[src/rtl/cfl_pkg.sv]
package cfl_pkg;
  typedef enum logic [1:0] {
    PH_IDLE  = 2'd0,
    PH_CAL   = 2'd1,
    PH_BOOST = 2'd2
  } cfl_phase_e;

  function automatic int unsigned cfl_max(input int unsigned a, input int unsigned b);
    return (a > b) ? a : b;
  endfunction
endpackage

[src/rtl/cfl_len_calc.sv]
module cfl_len_calc #(
  parameter int unsigned SEL_W     = 4,
  parameter int unsigned CAL_MULT  = 11,
  parameter int unsigned PREC_MAX  = 10,
  parameter int unsigned FAST_BASE = 3,
  parameter int unsigned FAST_STEP = 4,
  parameter int unsigned LEN_W     = 14
) (
  input  logic [SEL_W-1:0] prec_i,
  input  logic [SEL_W-1:0] tmr_i,
  output logic [LEN_W-1:0] cal_len_o,
  output logic [LEN_W-1:0] boost_len_o
);
  logic [SEL_W-1:0] prec_eff;

  // out-of-range precision falls back to the ceiling
  always_comb begin
    if (prec_i > SEL_W'(PREC_MAX)) prec_eff = SEL_W'(PREC_MAX);
    else                           prec_eff = prec_i;
  end

  assign cal_len_o   = LEN_W'(CAL_MULT) << prec_eff;
  assign boost_len_o = LEN_W'(FAST_BASE) + LEN_W'(FAST_STEP) * LEN_W'(tmr_i);

  always_comb begin
    assert_prec_clamped_R4: assert (prec_eff <= SEL_W'(PREC_MAX));
  end
endmodule

[src/rtl/cfl_timer.sv]
module cfl_timer #(
  parameter int unsigned LEN_W = 14
) (
  input  logic             clk_i,
  input  logic             rst_ni,
  input  logic             load_i,
  input  logic [LEN_W-1:0] load_val_i,
  input  logic             tick_i,
  output logic             done_o
);
  logic [LEN_W-1:0] cnt_q;

  always_ff @(posedge clk_i or negedge rst_ni) begin
    if (!rst_ni)                        cnt_q <= '0;
    else if (load_i)                    cnt_q <= load_val_i - LEN_W'(1);
    else if (tick_i && cnt_q != '0)     cnt_q <= cnt_q - LEN_W'(1);
  end

  assign done_o = (cnt_q == '0);

  assert_load_nonzero_R3: assert property (@(posedge clk_i) disable iff (!rst_ni)
    load_i |-> (load_val_i != '0));
  assert_count_down_R3: assert property (@(posedge clk_i) disable iff (!rst_ni)
    (tick_i && !load_i && !done_o) |=> (cnt_q == $past(cnt_q) - LEN_W'(1)));
endmodule

[src/rtl/cfl_ctrl.sv]
module cfl_ctrl
  import cfl_pkg::*;
#(
  parameter int unsigned LEN_W = 14
) (
  input  logic             clk_i,
  input  logic             rst_ni,
  input  logic             freq_wr_i,
  input  logic             status_rd_i,
  input  logic             fast_en_i,
  input  logic [LEN_W-1:0] cal_len_i,
  input  logic [LEN_W-1:0] boost_len_i,
  input  logic             tmr_done_i,
  output logic             tmr_load_o,
  output logic [LEN_W-1:0] tmr_val_o,
  output logic             tmr_tick_o,
  output cfl_phase_e       phase_o,
  output logic             reject_o
);
  cfl_phase_e       phase_q, phase_d;
  logic             fast_q;
  logic [LEN_W-1:0] boost_q;
  logic             reject_q;
  logic             accept;

  assign accept = freq_wr_i && (phase_q == PH_IDLE);

  always_comb begin
    phase_d    = phase_q;
    tmr_load_o = 1'b0;
    tmr_val_o  = cal_len_i;
    unique case (phase_q)
      PH_IDLE: if (freq_wr_i) begin
        phase_d    = PH_CAL;
        tmr_load_o = 1'b1;
      end
      PH_CAL: if (tmr_done_i) begin
        if (fast_q) begin
          phase_d    = PH_BOOST;
          tmr_load_o = 1'b1;
          tmr_val_o  = boost_q;
        end else begin
          phase_d = PH_IDLE;
        end
      end
      PH_BOOST: if (tmr_done_i) phase_d = PH_IDLE;
      default: phase_d = PH_IDLE;
    endcase
  end

  always_ff @(posedge clk_i or negedge rst_ni) begin
    if (!rst_ni) begin
      phase_q  <= PH_IDLE;
      fast_q   <= 1'b0;
      boost_q  <= '0;
      reject_q <= 1'b0;
    end else begin
      phase_q <= phase_d;
      if (accept) begin
        fast_q  <= fast_en_i;
        boost_q <= boost_len_i;
      end
      if (freq_wr_i && !accept) reject_q <= 1'b1;
      else if (status_rd_i)     reject_q <= 1'b0;
    end
  end

  assign tmr_tick_o = (phase_q != PH_IDLE);
  assign phase_o    = phase_q;
  assign reject_o   = reject_q;

  assert_boost_after_cal_R5: assert property (@(posedge clk_i) disable iff (!rst_ni)
    (phase_q == PH_BOOST) |-> ($past(phase_q) == PH_CAL || $past(phase_q) == PH_BOOST));
  assert_busy_write_held_R8: assert property (@(posedge clk_i) disable iff (!rst_ni)
    (freq_wr_i && phase_q == PH_BOOST && !tmr_done_i) |=> (phase_q == PH_BOOST));
endmodule

[src/rtl/cal_fastlock_seq.sv]
module cal_fastlock_seq
  import cfl_pkg::*;
#(
  parameter int unsigned CODE_W    = 3,
  parameter int unsigned SEL_W     = 4,
  parameter int unsigned CAL_MULT  = 11,
  parameter int unsigned PREC_MAX  = 10,
  parameter int unsigned FAST_BASE = 3,
  parameter int unsigned FAST_STEP = 4
) (
  input  logic              clk_i,
  input  logic              rst_ni,
  input  logic              freq_wr_i,
  input  logic              status_rd_i,
  input  logic              fast_en_i,
  input  logic [SEL_W-1:0]  cal_prec_i,
  input  logic [SEL_W-1:0]  fast_tmr_i,
  input  logic [CODE_W-1:0] cp_norm_i,
  input  logic [CODE_W-1:0] cp_boost_i,
  input  logic              pump_hiz_i,
  output logic [CODE_W-1:0] cp_code_o,
  output logic              pump_hiz_o,
  output logic              cal_busy_o,
  output logic              seq_busy_o,
  output logic              wr_reject_o
);
  localparam int unsigned CAL_MAX  = CAL_MULT << PREC_MAX;
  localparam int unsigned FAST_MAX = FAST_BASE + FAST_STEP * ((1 << SEL_W) - 1);
  localparam int unsigned LEN_W    = $clog2(cfl_max(CAL_MAX, FAST_MAX) + 1);

  logic [LEN_W-1:0] cal_len, boost_len, tmr_val;
  logic             tmr_load, tmr_tick, tmr_done;
  cfl_phase_e       phase;

  cfl_len_calc #(
    .SEL_W(SEL_W), .CAL_MULT(CAL_MULT), .PREC_MAX(PREC_MAX),
    .FAST_BASE(FAST_BASE), .FAST_STEP(FAST_STEP), .LEN_W(LEN_W)
  ) i_len (
    .prec_i     (cal_prec_i),
    .tmr_i      (fast_tmr_i),
    .cal_len_o  (cal_len),
    .boost_len_o(boost_len)
  );

  cfl_ctrl #(.LEN_W(LEN_W)) i_ctrl (
    .clk_i      (clk_i),
    .rst_ni     (rst_ni),
    .freq_wr_i  (freq_wr_i),
    .status_rd_i(status_rd_i),
    .fast_en_i  (fast_en_i),
    .cal_len_i  (cal_len),
    .boost_len_i(boost_len),
    .tmr_done_i (tmr_done),
    .tmr_load_o (tmr_load),
    .tmr_val_o  (tmr_val),
    .tmr_tick_o (tmr_tick),
    .phase_o    (phase),
    .reject_o   (wr_reject_o)
  );

  cfl_timer #(.LEN_W(LEN_W)) i_timer (
    .clk_i     (clk_i),
    .rst_ni    (rst_ni),
    .load_i    (tmr_load),
    .load_val_i(tmr_val),
    .tick_i    (tmr_tick),
    .done_o    (tmr_done)
  );

  assign cal_busy_o = (phase == PH_CAL);
  assign seq_busy_o = (phase != PH_IDLE);
  assign pump_hiz_o = pump_hiz_i || (phase == PH_CAL);
  assign cp_code_o  = (phase == PH_BOOST) ? cp_boost_i : cp_norm_i;

  assert_start_cal_R1: assert property (@(posedge clk_i) disable iff (!rst_ni)
    (freq_wr_i && !seq_busy_o) |=> (cal_busy_o && seq_busy_o));
  assert_cal_hiz_R2: assert property (@(posedge clk_i) disable iff (!rst_ni)
    cal_busy_o |-> pump_hiz_o);
  assert_force_hiz_R7: assert property (@(posedge clk_i) disable iff (!rst_ni)
    pump_hiz_i |-> pump_hiz_o);
  assert_reject_flag_R8: assert property (@(posedge clk_i) disable iff (!rst_ni)
    (freq_wr_i && seq_busy_o) |=> wr_reject_o);
  assert_idle_norm_R6: assert property (@(posedge clk_i) disable iff (!rst_ni)
    !seq_busy_o |-> (cp_code_o == cp_norm_i && !cal_busy_o));
endmodule

[config.mk]
export PLATFORM = sky130hd
export DESIGN_NAME = cal_fastlock_seq
export DESIGN_NICKNAME = d
export VERILOG_FILES = /design/src/rtl/cfl_pkg.sv /design/src/rtl/cfl_len_calc.sv /design/src/rtl/cfl_timer.sv /design/src/rtl/cfl_ctrl.sv /design/src/rtl/cal_fastlock_seq.sv
export SDC_FILE = /design/constraint.sdc
export NUM_CORES = 1
export LEC_CHECK = 0
export BUFFER_PORTS_ARGS = -buffer_cell sky130_fd_sc_hd__buf_2
export CORE_MARGIN = 2
export CORE_UTILIZATION = 30
export CTS_CLUSTER_DIAMETER = 150
export CTS_CLUSTER_SIZE = 8
export DETAILED_ROUTE_END_ITERATION = 6
export GPL_TIMING_DRIVEN = 0
export SYNTH_ARGS = -nofsm -noshare
export SYNTH_HDL_FRONTEND = slang
export SYNTH_SLANG_ARGS = --single-unit
[constraint.sdc]
create_clock -name clk_i -period 3.8 [get_ports clk_i]
set_clock_uncertainty 0.2 [all_clocks]
set_input_delay 0.95 -clock clk_i [delete_from_list [all_inputs] [get_ports clk_i]]
set_output_delay 0.95 -clock clk_i [all_outputs]
set_load 0.005 [all_outputs]
==> results.md, run 1 <==
* Status: finished, final reports clean
* Count of boundary I/O pins at 27
* Gp weighted congestion at 0.879
* Share of cells above drive strength 1 at 22.4%
* Worst Hold Slack at 0.319 ns
* Port buffer count at 25
* Clock network latency to the later pin of the worst-skew pair at 0.27 ns
* Area of the core region at 5920 um^2
* Hold Path Depth at 1
* Prevailing post-synth register cell: dfrtp_1
* Clock tree root buffer cell: clkbuf_8
* Initial antenna violation count at 0
* Largest cells by area after synthesis: dfrtp_1 31%, nand2_1 7.1%, o21ai_0 4.9%
* Commonest non-fill, non-tap cells in the layout: 35 x nand2_1, 28 x buf_2, 23 x dfrtp_1, 20 x nor2_1, 18 x o21ai_0
* Final-report hold violation count at 0
* Number of global-route vias before repair at 1727
* Post-Route Utilization at 37.2%
* Slew Limit Fails at 0
* Cell type contributing the most total cell area after synthesis: dfrtp_1
* LEAKAGE at 0.860 nW
* Peak clock frequency supported by timing at 0.276 GHz
* Largest fanout on the critical path at 7
* Number of synthesized register bits at 23
* TritonCTS clock tree: done
* Worst path required time at 3.77 ns
* Initial core utilization at 31.2%
* Peak ir drop on the vdd network at 0.198 mV
* Iteration-0 DRC Markers at 155
* Setup repair after global routing missed its margin: false
* Non-filler cells in the finished layout at 338
* Min-delay src: i_ctrl.reject_o$_DFFE_PN0P_
* Number of flops mapped to enable cells by yosys at 0
* DIE AREA at 6800 um^2
* Horizontal extent of the die at 82.5 um
* Post-synth top area share at 31.1%
* Inst Count DP at 334
* Half-perimeter wire length of the detailed placement result at 4090 um
* Slew at the pin closest to its max-slew limit at 0.582 ns
* 1st-pass router iterations at 5
* Average via count per standard cell at 5.70
* Placement row count at 28
* Gate Count Post-Synth at 234
* Die Y at 82.5 um
* Storage cell area at 576 um^2
* Total number of H-tree levels at 1
* Power density over cell area at 490 nW/um^2
* Syn-to-layout area delta at 19.0%
* Number of CTS-inserted buffers at 3
* Buffer depth of the longest clock path at 2
* Worst Hold Class: flop to flop
* Kind of critical path: flop to flop
* Total Routing Usage GR at 17.1%
* Number of vias in the routed layout at 1926
* Area of the multi-input gates at 1250 um^2
* Max Cap Viol at 0
* Number of nets in the synthesized netlist at 255
* Number of inserted filler cells in the final layout at 624
* Sequential share of the synthesized area at 31.1%
* Ratio of final minimum period to clock period at 95.3%
* Cell area after synthesis at 1850 um^2
* Final number of setup-violating endpoints at 0
* Routed length per instance at 15.9 um
* Hold Crit Endpoint: i_ctrl.reject_o$_DFFE_PN0P_
* Antenna diode count at 0
* Yosys warnings at 0
* GRT overflow at 0
* Clock transition at the registers of the reported paths at 0.09 ns
* Arrival time of data at the critical path endpoint at 3.59 ns
* Kind of launch point of the worst setup path: flop
* Post-route DRC violation count at 0
* Count of distinct cell types in the synthesized netlist at 58
* Fraction of registers with async set/reset at 100%
* Worst r2r src: i_timer.cnt_q[9]$_DFFE_PN0P_
* Antenna Violating Nets Remaining at 0
* Count of nets after finishing at 285
* Number of clock sinks seen by CTS at 23
* Flop2flop setup slack at 0.18 ns
* CTS hold repair buffers at 0
* Detailed-route wire length at 5370 um
* Largest net degree at the start of global routing at 24
* R2R Path End: i_timer.cnt_q[12]$_DFFE_PN0P_
* Wire length of the first global-routing pass at 8830 um
* Post-route minimum period at 3.62 ns
* Endpoint kind of the worst setup timing path: flop
* Worst Reg-to-Reg Cells at 9
* Most frequent standard cell in the layout excluding fill and tap cells: nand2_1
* Mean cell area of the mapped netlist at 7.90 um^2
* Tightest slew margin relative to the limit at 61.0%
==> layer usage <==
layer | vias up | wire [um] | track usage [%]
met2 | 79 | 2390 | 26.0
met3 | 11 | 370 | 2.28
met4 | 0 | 79 | 4.33
met5 | - | 0 | 0
li1 | 936 | - | -
met1 | 900 | 2530 | 25.4
==> area by class of cell <==
cell class                      instances  area share [%]
Clock inverter                          1           0.228
Clock buffer                            3            1.88
Buffer                                 14            3.24
Sequential cell                        23            26.2
Timing Repair Buffer                   26            6.03
Inverter                                8            1.37
Tap cell                               75            4.27
Multi-Input combinational cell        188            56.8
==> critical path: stages, from the launching register on <==
cell,delay [ns]
dfrtp_1,0.44
or4_1,0.59
nor2_1,0.40
nand3_2,0.24
o21ai_0,0.29
ha_2,0.27
nand3b_1,0.27
a2111oi_4,0.43
o21ai_0,0.12
a221oi_1,0.27
==> through the flow <==
stage                     power [W]  setup slack [ns]  cell area [um^2]  TNS [ns]
after floorplan            0.000767             0.123              1850         0
after global placement     0.000884             -1.00              2070     -4.18
after detailed placement   0.000896             -1.02              2070     -4.04
after CTS                   0.00106           0.00533              2130         0
after global routing        0.00118           0.00369              2200         0
final                       0.00108             0.177              2200         0
==> worst max path at each step <==
stage	slack, ns	end	start
6_report	0.18	i_timer.cnt_q[12]$_DFFE_PN0P_	i_timer.cnt_q[9]$_DFFE_PN0P_
5_1_grt	0.004	i_timer.cnt_q[12]$_DFFE_PN0P_	freq_wr_i
4_1_cts	0.005	i_timer.cnt_q[8]$_DFFE_PN0P_	freq_wr_i
3_5_place_dp	-1.02	i_timer.cnt_q[12]$_DFFE_PN0P_	freq_wr_i
3_3_place_gp	-1.00	i_timer.cnt_q[12]$_DFFE_PN0P_	freq_wr_i
2_1_floorplan	0.12	i_timer.cnt_q[12]$_DFFE_PN0P_	freq_wr_i
==> power breakdown <==
part	total [W]	internal, W	switching, W
Clock	0.000154	0.0000733	0.0000807
Combinational	0.000461	0.000201	0.000260
Sequential	0.000463	0.000342	0.000121
==> registers in the layout (all words and copies together), names as in the netlist <==
name,count
i_ctrl.boost_q,5
i_ctrl.fast_q,1
i_ctrl.phase_o,2
i_ctrl.reject_o,1
i_timer.cnt_q,14
==> synth_stat cells, types with 2 or more instances <==
cell type and count:
xor2_1 2, nand2b_1 2, a221oi_1 3, or4_1 3, or4_4 2, o21ai_0 18, o311ai_0 2, a211oi_1 5
nand3_1 7, a31oi_1 7, xnor2_1 2, mux2i_1 7, o31ai_1 3, clkbuf_1 11, or2_2 2, nor4_1 5
nor3_1 8, inv_1 8, nand2_1 35, a2111oi_0 2, mux2_2 3, and3_1 2, nor2b_1 3, nor4_2 2
dfrtp_1 23, buf_2 2, or3_1 4, nand4_1 2, a21oi_1 10, o21ai_1 2, nor2_1 20
==> cells by family after synthesis <==
family / Yosys count / share of synthesized area [%]
AND/OR/NAND/NOR: 105 / 29.4
AO/OA/AOI/OAI: 67 / 25.5
buffers and inverters: 23 / 5.21
flip-flops: 23 / 31.1
multiplexers: 11 / 6.23
XOR/XNOR: 4 / 1.90
adder cells (fa/ha/maj): 1 / 0.677
==> what timing repair did <==
item / in CTS / in global routing
pin swaps: 0 / 1
setup endpoints to repair: 5 / 4
buffers inserted: 0 / 1
gates resized for setup: 7 / 14
Note: power is estimated with default switching activity, not from simulation.
==> run 2: changes to the inputs <==
--- a/config.mk
+++ b/config.mk
@@ -7,11 +7,12 @@
 export LEC_CHECK = 0
 export BUFFER_PORTS_ARGS = -buffer_cell sky130_fd_sc_hd__buf_2
 export CORE_MARGIN = 2
-export CORE_UTILIZATION = 30
+export CORE_UTILIZATION = 35
 export CTS_CLUSTER_DIAMETER = 150
 export CTS_CLUSTER_SIZE = 8
 export DETAILED_ROUTE_END_ITERATION = 6
 export GPL_TIMING_DRIVEN = 0
+export MAX_ROUTING_LAYER = met4
 export SYNTH_ARGS = -nofsm -noshare
 export SYNTH_HDL_FRONTEND = slang
 export SYNTH_SLANG_ARGS = --single-unit
==> results.md, run 2 (synthesis gave the netlist of run 1 again) <==
* Status: finished, final reports clean
* Wire length of the first global-routing pass at 8960 um (+1.4%)
* Reported net switching power at 0.000460 W (-0.26%)
* Power, Total at 0.00108 W (about the same)
* Port buffer count at 25 (unchanged)
* Post-route setup TNS at 0 ns (unchanged)
* Detailed-route wire length at 5240 um (-2.5%)
* Most frequent standard cell in the layout excluding fill and tap cells: nand2_1
* Initial antenna violation count at 0 (unchanged)
* Register with the most flip-flops: i_timer.cnt_q
* Post-route minimum period at 3.61 ns (-0.0138 ns)
* Final number of setup-violating endpoints at 0 (unchanged)
* Antenna diode count at 0 (unchanged)
* Worst Hold Slack at 0.314 ns (-0.00434 ns)
* Portion of total power attributed to combinational logic at 42.1% (-0.6 points)
* Max Cap Viol at 0 (unchanged)
* Peak clock frequency supported by timing at 0.277 GHz (+0.38%)
* Kind of launch point of the worst setup path: primary input
* Slew at the pin closest to its max-slew limit at 0.569 ns (-0.0129 ns)
* Horizontal extent of the die at 76.7 um (-7.1%)
* Worst-case setup slack after placement at -0.953 ns (+0.0625 ns)
* Power density over cell area at 496 nW/um^2 (+1.2%)
* Relative contribution of sequential cells to total power at 43.1% (about the same)
* Commonest non-fill, non-tap cells in the layout: 35 x nand2_1, 27 x buf_2, 23 x dfrtp_1, 20 x nor2_1, 18 x o21ai_0
* Final-report hold violation count at 0 (unchanged)
* Total number of H-tree levels at 1 (unchanged)
* Hold Crit Endpoint: i_ctrl.reject_o$_DFFE_PN0P_
* Post-route DRC violation count at 0 (unchanged)
* Largest fanout on the critical path at 10 (+3)
* Min-delay src: i_ctrl.reject_o$_DFFE_PN0P_
* Tightest slew margin relative to the limit at 62.1% (+1.0 points)
* Die Y at 76.7 um (-7.1%)
* Worst path required time at 3.77 ns (about the same)
* TritonCTS clock tree: done
* Number of global-route vias before repair at 1773 (+2.7%)
* Antenna Violating Nets Remaining at 0 (unchanged)
* Half-perimeter wire length of the detailed placement result at 3950 um (-3.4%)
* Clock network fraction of total power at 14.8% (+0.5 points)
* Ratio of final minimum period to clock period at 95.0% (-0.36 points)
* Worst Reg-to-Reg Cells at 10 (+1)
* Share of cells above drive strength 1 at 22.3% (-0.085 points)
* Total Routing Usage GR at 19.4% (+2.3 points)
* Setup repair after global routing missed its margin: false
* Final Worst Setup Slack at 0.191 ns (+0.0138 ns)
* Slew Limit Fails at 0 (unchanged)
* GRT overflow at 0 (unchanged)
* Syn-to-layout area delta at 17.7%
* Count of boundary I/O pins at 27 (unchanged)
* Number of clock sinks seen by CTS at 23 (unchanged)
* Number of vias in the routed layout at 1866 (-3.1%)
* Endpoint kind of the worst setup timing path: flop
* Routed length per instance at 15.7 um (-1.3%)
* Count of nets after finishing at 286 (+0.35%)
* Hold Path Depth at 1 (unchanged)
* DIE AREA at 5880 um^2 (-14%)
* Iteration-0 DRC Markers at 140 (-9.7%)
* Largest net degree at the start of global routing at 24 (unchanged)
* Worst Hold Class: flop to flop
* Average via count per standard cell at 5.59 (-2.0%)
* Switch share at 42.7% (-0.12 points)
* CTS hold repair buffers at 0 (unchanged)
* R2R Path End: i_timer.cnt_q[8]$_DFFE_PN0P_
* Number of CTS-inserted buffers at 3 (unchanged)
* Arrival time of data at the critical path endpoint at 3.57 ns (-0.02 ns)
* Largest register FFs at 14 (unchanged)
* Buffer depth of the longest clock path at 2 (unchanged)
* Area of the core region at 5110 um^2 (-14%)
* LEAKAGE at 0.863 nW (+0.32%)
* Clock network latency to the later pin of the worst-skew pair at 0.26 ns (about the same)
* Placement row count at 26 (-7.1%)
* Peak ir drop on the vdd network at 0.216 mV (+9.1%)
* Cell internal power dissipation at 0.000618 W (+0.25%)
* Worst r2r src: i_timer.cnt_q[6]$_DFFE_PN0P_
* Kind of critical path: primary input to flop
* Flop2flop setup slack at 0.25 ns (+0.07 ns)
* Gp weighted congestion at 0.934 (+6.3%)
* Clock transition at the registers of the reported paths at 0.09 ns (about the same)
* Clock tree root buffer cell: clkbuf_8
* 1st-pass router iterations at 4 (-1)
* Initial core utilization at 36.2% (+5.0 points)
[run 2: cell count changes in the layout (fill, tap and decap cells not counted)]
| cell | before | now |
|---|---|---|
| a2111oi_2 | 0 | 1 |
| a2111oi_4 | 1 | 0 |
| buf_2 | 28 | 27 |
| clkbuf_2 | 0 | 2 |
| ha_1 | 0 | 1 |
| ha_2 | 1 | 0 |
| nor4_2 | 3 | 4 |
| nor4_4 | 2 | 1 |
[run 2: repair_timing]
action / CTS / global route
setup endpoints to repair: 5 / 4
setup buffers: 0 / 1
gates resized for setup: 7 / 10
pin swaps: 0 / 1
[run 2: power groups by stage]
stage | Sequential (W) | Combinational, W | Clock, W
finish | 0.000464 | 0.000454 | 0.000160
global route | 0.000485 | 0.000520 | 0.000174
CTS | 0.000462 | 0.000436 | 0.000162
detailed placement | 0.000466 | 0.000430 | 0
global placement | 0.000464 | 0.000425 | 0
floorplan | 0.000427 | 0.000340 | 0
[run 2: through the flow]
step	std cells	utilization [%]	area (um^2)
6_report	334	42.6	2170
5_1_grt	334	42.6	2170
4_1_cts	333	41.7	2130
3_5_place_dp	329	40.3	2060
3_3_place_gp	329	40.3	2060
2_1_floorplan	234	-	1850
[run 2: critical path, cell delays in order]
cell	delay [ns]
buf_2	0.16
nor3b_4	0.27
clkbuf_4	0.25
clkbuf_2	0.25
clkbuf_4	0.26
nand2_1	0.07
o221ai_1	0.07
ha_1	0.27
nand3b_1	0.10
buf_4	0.17
nor4_2	0.37
mux2i_1	0.13
a211oi_1	0.27
[run 2: cell type report]
| type | instances | area [um^2] |
|---|---|---|
| fill | 550 | 2930 |
| multi-input combinational | 188 | 1230 |
| sequential | 23 | 576 |
| timing repair buffer | 26 | 133 |
| tap | 70 | 87.6 |
| buffer | 15 | 76.3 |
| clock buffer | 3 | 41.3 |
| inverter | 8 | 30.0 |
| clock inverter | 1 | 5.00 |
[run 2: worst max-delay path by stage]
stage	start	endpoint	slack, ns
after floorplan	freq_wr_i	i_timer.cnt_q[12]$_DFFE_PN0P_	0.12
after global placement	freq_wr_i	i_timer.cnt_q[12]$_DFFE_PN0P_	-1.01
after detailed placement	freq_wr_i	i_timer.cnt_q[12]$_DFFE_PN0P_	-0.95
after CTS	freq_wr_i	i_timer.cnt_q[8]$_DFFE_PN0P_	0.02
after global routing	freq_wr_i	i_timer.cnt_q[6]$_DFFE_PN0P_	0.01
final	freq_wr_i	i_timer.cnt_q[8]$_DFFE_PN0P_	0.19
[run 2: routing by layer]
| layer | wire length [um] | global-route usage (%) | up-vias |
|---|---|---|---|
| met5 | 0 | - | - |
| met4 | 91 | 6.73 | 0 |
| met3 | 335 | 1.76 | 6 |
| met2 | 2270 | 28.2 | 71 |
| met1 | 2540 | 28.1 | 852 |
| li1 | - | - | 937 |
==> run 3: changes to the inputs <==
--- a/config.mk
+++ b/config.mk
@@ -5,7 +5,7 @@
 export SDC_FILE = /design/constraint.sdc
 export NUM_CORES = 1
 export LEC_CHECK = 0
-export BUFFER_PORTS_ARGS = -buffer_cell sky130_fd_sc_hd__buf_2
+export BUFFER_PORTS_ARGS = -buffer_cell sky130_fd_sc_hd__buf_4
 export CORE_MARGIN = 2
 export CORE_UTILIZATION = 35
 export CTS_CLUSTER_DIAMETER = 150
==> results.md, run 3 (synthesis gave the netlist of run 1 again) <==
* Arrival time of data at the critical path endpoint at 3.59 ns (+0.02 ns)
* Relative contribution of sequential cells to total power at 43.0% (about the same)
* Worst Hold Class: flop to flop
* Worst Hold Slack at 0.323 ns (+0.00900 ns)
* Post-route DRC violation count at 0 (unchanged)
* Clock transition at the registers of the reported paths at 0.09 ns (about the same)
* Switch share at 43.1% (+0.37 points)
* Largest fanout on the critical path at 10 (unchanged)
* Worst path required time at 3.77 ns (about the same)
* Number of vias in the routed layout at 1886 (+1.1%)
* Largest register FFs at 14 (unchanged)
* Final-report hold violation count at 0 (unchanged)
* Number of global-route vias before repair at 1849 (+4.3%)
* Storage cell area at 576 um^2 (unchanged)
* CTS hold repair buffers at 0 (unchanged)
* Final standard cell area without fillers at 2230 um^2 (+2.6%)
* Post-route minimum period at 3.61 ns (+0.00117 ns)
* Buffer depth of the longest clock path at 2 (unchanged)
* Power density over cell area at 489 nW/um^2 (-1.3%)
* Most frequent standard cell in the layout excluding fill and tap cells: nand2_1
* Total number of H-tree levels at 1 (unchanged)
* Number of clock sinks seen by CTS at 23 (unchanged)
* Global Route met3 Usage at 2.82% (+1.1 points)
* Half-perimeter wire length of the detailed placement result at 4110 um (+4.0%)
* Peak ir drop on the vdd network at 0.178 mV (-18%)
* GRT overflow at 0 (unchanged)
* Clock network latency to the later pin of the worst-skew pair at 0.27 ns (about the same)
* Antenna Violating Nets Remaining at 0 (unchanged)
* Worst setup path startpoint: freq_wr_i
* Register with the most flip-flops: i_timer.cnt_q
* Non-filler cells in the finished layout at 333 (-0.30%)
* Max Cap Viol at 0 (unchanged)
* Endpoint kind of the worst setup timing path: flop
* TritonCTS clock tree: done
* Kind of launch point of the worst setup path: primary input
* Area of the multi-input gates at 1230 um^2 (+0.20%)
* Placement row count at 26 (unchanged)
* LEAKAGE at 0.886 nW (+2.7%)
* Routed length per instance at 16.5 um (+5.1%)
* Kind of critical path: primary input to flop
* Commonest non-fill, non-tap cells in the layout: 35 x nand2_1, 25 x buf_4, 23 x dfrtp_1, 19 x nor2_1, 18 x o21ai_0
* Area of the core region at 5110 um^2 (unchanged)
* Initial core utilization at 36.2% (unchanged)
* Global routing usage on met1 at 25.9% (-2.2 points)
* Worst r2r src: i_timer.cnt_q[6]$_DFFE_PN0P_
* Antenna diode count at 0 (unchanged)
* DIE AREA at 5880 um^2 (unchanged)
* Syn-to-layout area delta at 20.8%
* Status: finished, final reports clean
* Largest net degree at the start of global routing at 24 (unchanged)
* Inst Count DP at 329 (unchanged)
* Reported net switching power at 0.000470 W (+2.2%)
* Port buffer count at 25 (unchanged)
* Cell internal power dissipation at 0.000622 W (+0.63%)
* Global-route track usage on met2 at 29.7% (+1.5 points)
* Wire length of the first global-routing pass at 8960 um (unchanged)
* Total Routing Usage GR at 19.4% (+0.031 points)
* Number of inserted filler cells in the final layout at 523 (-4.9%)
* Tightest slew margin relative to the limit at 65.8% (+3.7 points)
* Horizontal extent of the die at 76.7 um (unchanged)
* Detailed-route wire length at 5490 um (+4.8%)
* Most utilized layer in the global route result: met2
* Iteration-0 DRC Markers at 139 (-0.71%)
* Ratio of final minimum period to clock period at 95.0% (about the same)
* Min-delay src: i_ctrl.reject_o$_DFFE_PN0P_
* Number of CTS-inserted buffers at 3 (unchanged)
* Initial antenna violation count at 0 (unchanged)
* Count of nets after finishing at 285 (-0.35%)
* Clock network fraction of total power at 14.9% (about the same)
* Final number of setup-violating endpoints at 0 (unchanged)
* Portion of total power attributed to combinational logic at 42.2% (about the same)
* Slew Limit Fails at 0 (unchanged)
* Post-Place Cell Area at 2120 um^2 (+3.0%)
* Slew at the pin closest to its max-slew limit at 0.513 ns (-0.0555 ns)
* Gp weighted congestion at 0.917 (-1.9%)
* Peak clock frequency supported by timing at 0.277 GHz (about the same)
* Power, Total at 0.00109 W (+1.3%)
* 1st-pass router iterations at 4 (unchanged)
* Clock tree root buffer cell: clkbuf_8
* Share of cells above drive strength 1 at 22.4% (+0.085 points)
* Count of boundary I/O pins at 27 (unchanged)
* Average via count per standard cell at 5.66 (+1.4%)
* Die Y at 76.7 um (unchanged)
run 3: changes by cell type in the layout (fill, tap and decap cells not counted):
| cell | before | now |
|---|---|---|
| buf_2 | 27 | 2 |
| buf_4 | 1 | 25 |
| nor2_1 | 20 | 19 |
| nor2_2 | 0 | 1 |
run 3: final cells by class:
type | count | share of cell area, %
plain buffers | 15 | 3.42
flip-flops and latches | 23 | 25.8
clock inverters | 1 | 0.224
clock buffers | 3 | 1.85
well taps | 70 | 3.92
multi-input cells | 188 | 55.0
inverters | 8 | 1.35
repair buffers | 25 | 8.41
run 3: stage by stage:
| step | setup TNS [ns] | utilization [%] | setup slack (ns) |
|---|---|---|---|
| finish | 0 | 43.7 | 0.189 |
| global route | -0.0541 | 43.7 | -0.0491 |
| CTS | 0 | 42.7 | 0.115 |
| detailed placement | -3.40 | 41.6 | -0.845 |
| global placement | -3.68 | 41.6 | -0.911 |
| floorplan | 0 | - | 0.123 |
run 3: power by group through the flow:
stage | combinational (W) | clock (W) | sequential [W]
2_1_floorplan | 0.000340 | 0 | 0.000427
3_3_place_gp | 0.000433 | 0 | 0.000464
3_5_place_dp | 0.000443 | 0 | 0.000464
4_1_cts | 0.000444 | 0.000168 | 0.000460
5_1_grt | 0.000515 | 0.000176 | 0.000487
6_report | 0.000460 | 0.000162 | 0.000469
run 3: metal layers:
metal,share of wire (%),wire [um],vias to the layer above
met5,0,0,-
met1,45,2490,875
met4,2.2,118,0
li1,-,-,928
met2,46,2520,72
met3,6.5,355,11
run 3: worst paths after layout:
kind / end / slack, ns / cells after the start
setup / recovery: i_timer.cnt_q[12]$_DFFE_PN0P_ / 0.19 / 12
hold / removal: i_ctrl.reject_o$_DFFE_PN0P_ / 0.32 / 1
setup reg to reg: i_timer.cnt_q[12]$_DFFE_PN0P_ / 0.31 / 9
hold reg to reg: i_ctrl.reject_o$_DFFE_PN0P_ / 0.32 / 1
max in group asynchronous: i_timer.cnt_q[0]$_DFFE_PN0P_ / 2.79 / 1
min in group asynchronous: i_timer.cnt_q[10]$_DFFE_PN0P_ / 0.37 / 1
run 3: timing repair:
action,4_1_cts,5_1_grt
gates resized for setup,5,13
setup endpoints to repair,5,4
cloned,0,0
buffers inserted,0,0
run 3: worst max-delay path, stage by stage:
cell,delay (ns)
buf_4,0.13
nor3b_4,0.26
clkbuf_4,0.26
clkbuf_2,0.26
clkbuf_4,0.26
nand2_1,0.07
o221ai_1,0.07
ha_1,0.27
nand3b_1,0.23
a2111oi_2,0.46
o21ai_0,0.13
a221oi_1,0.24
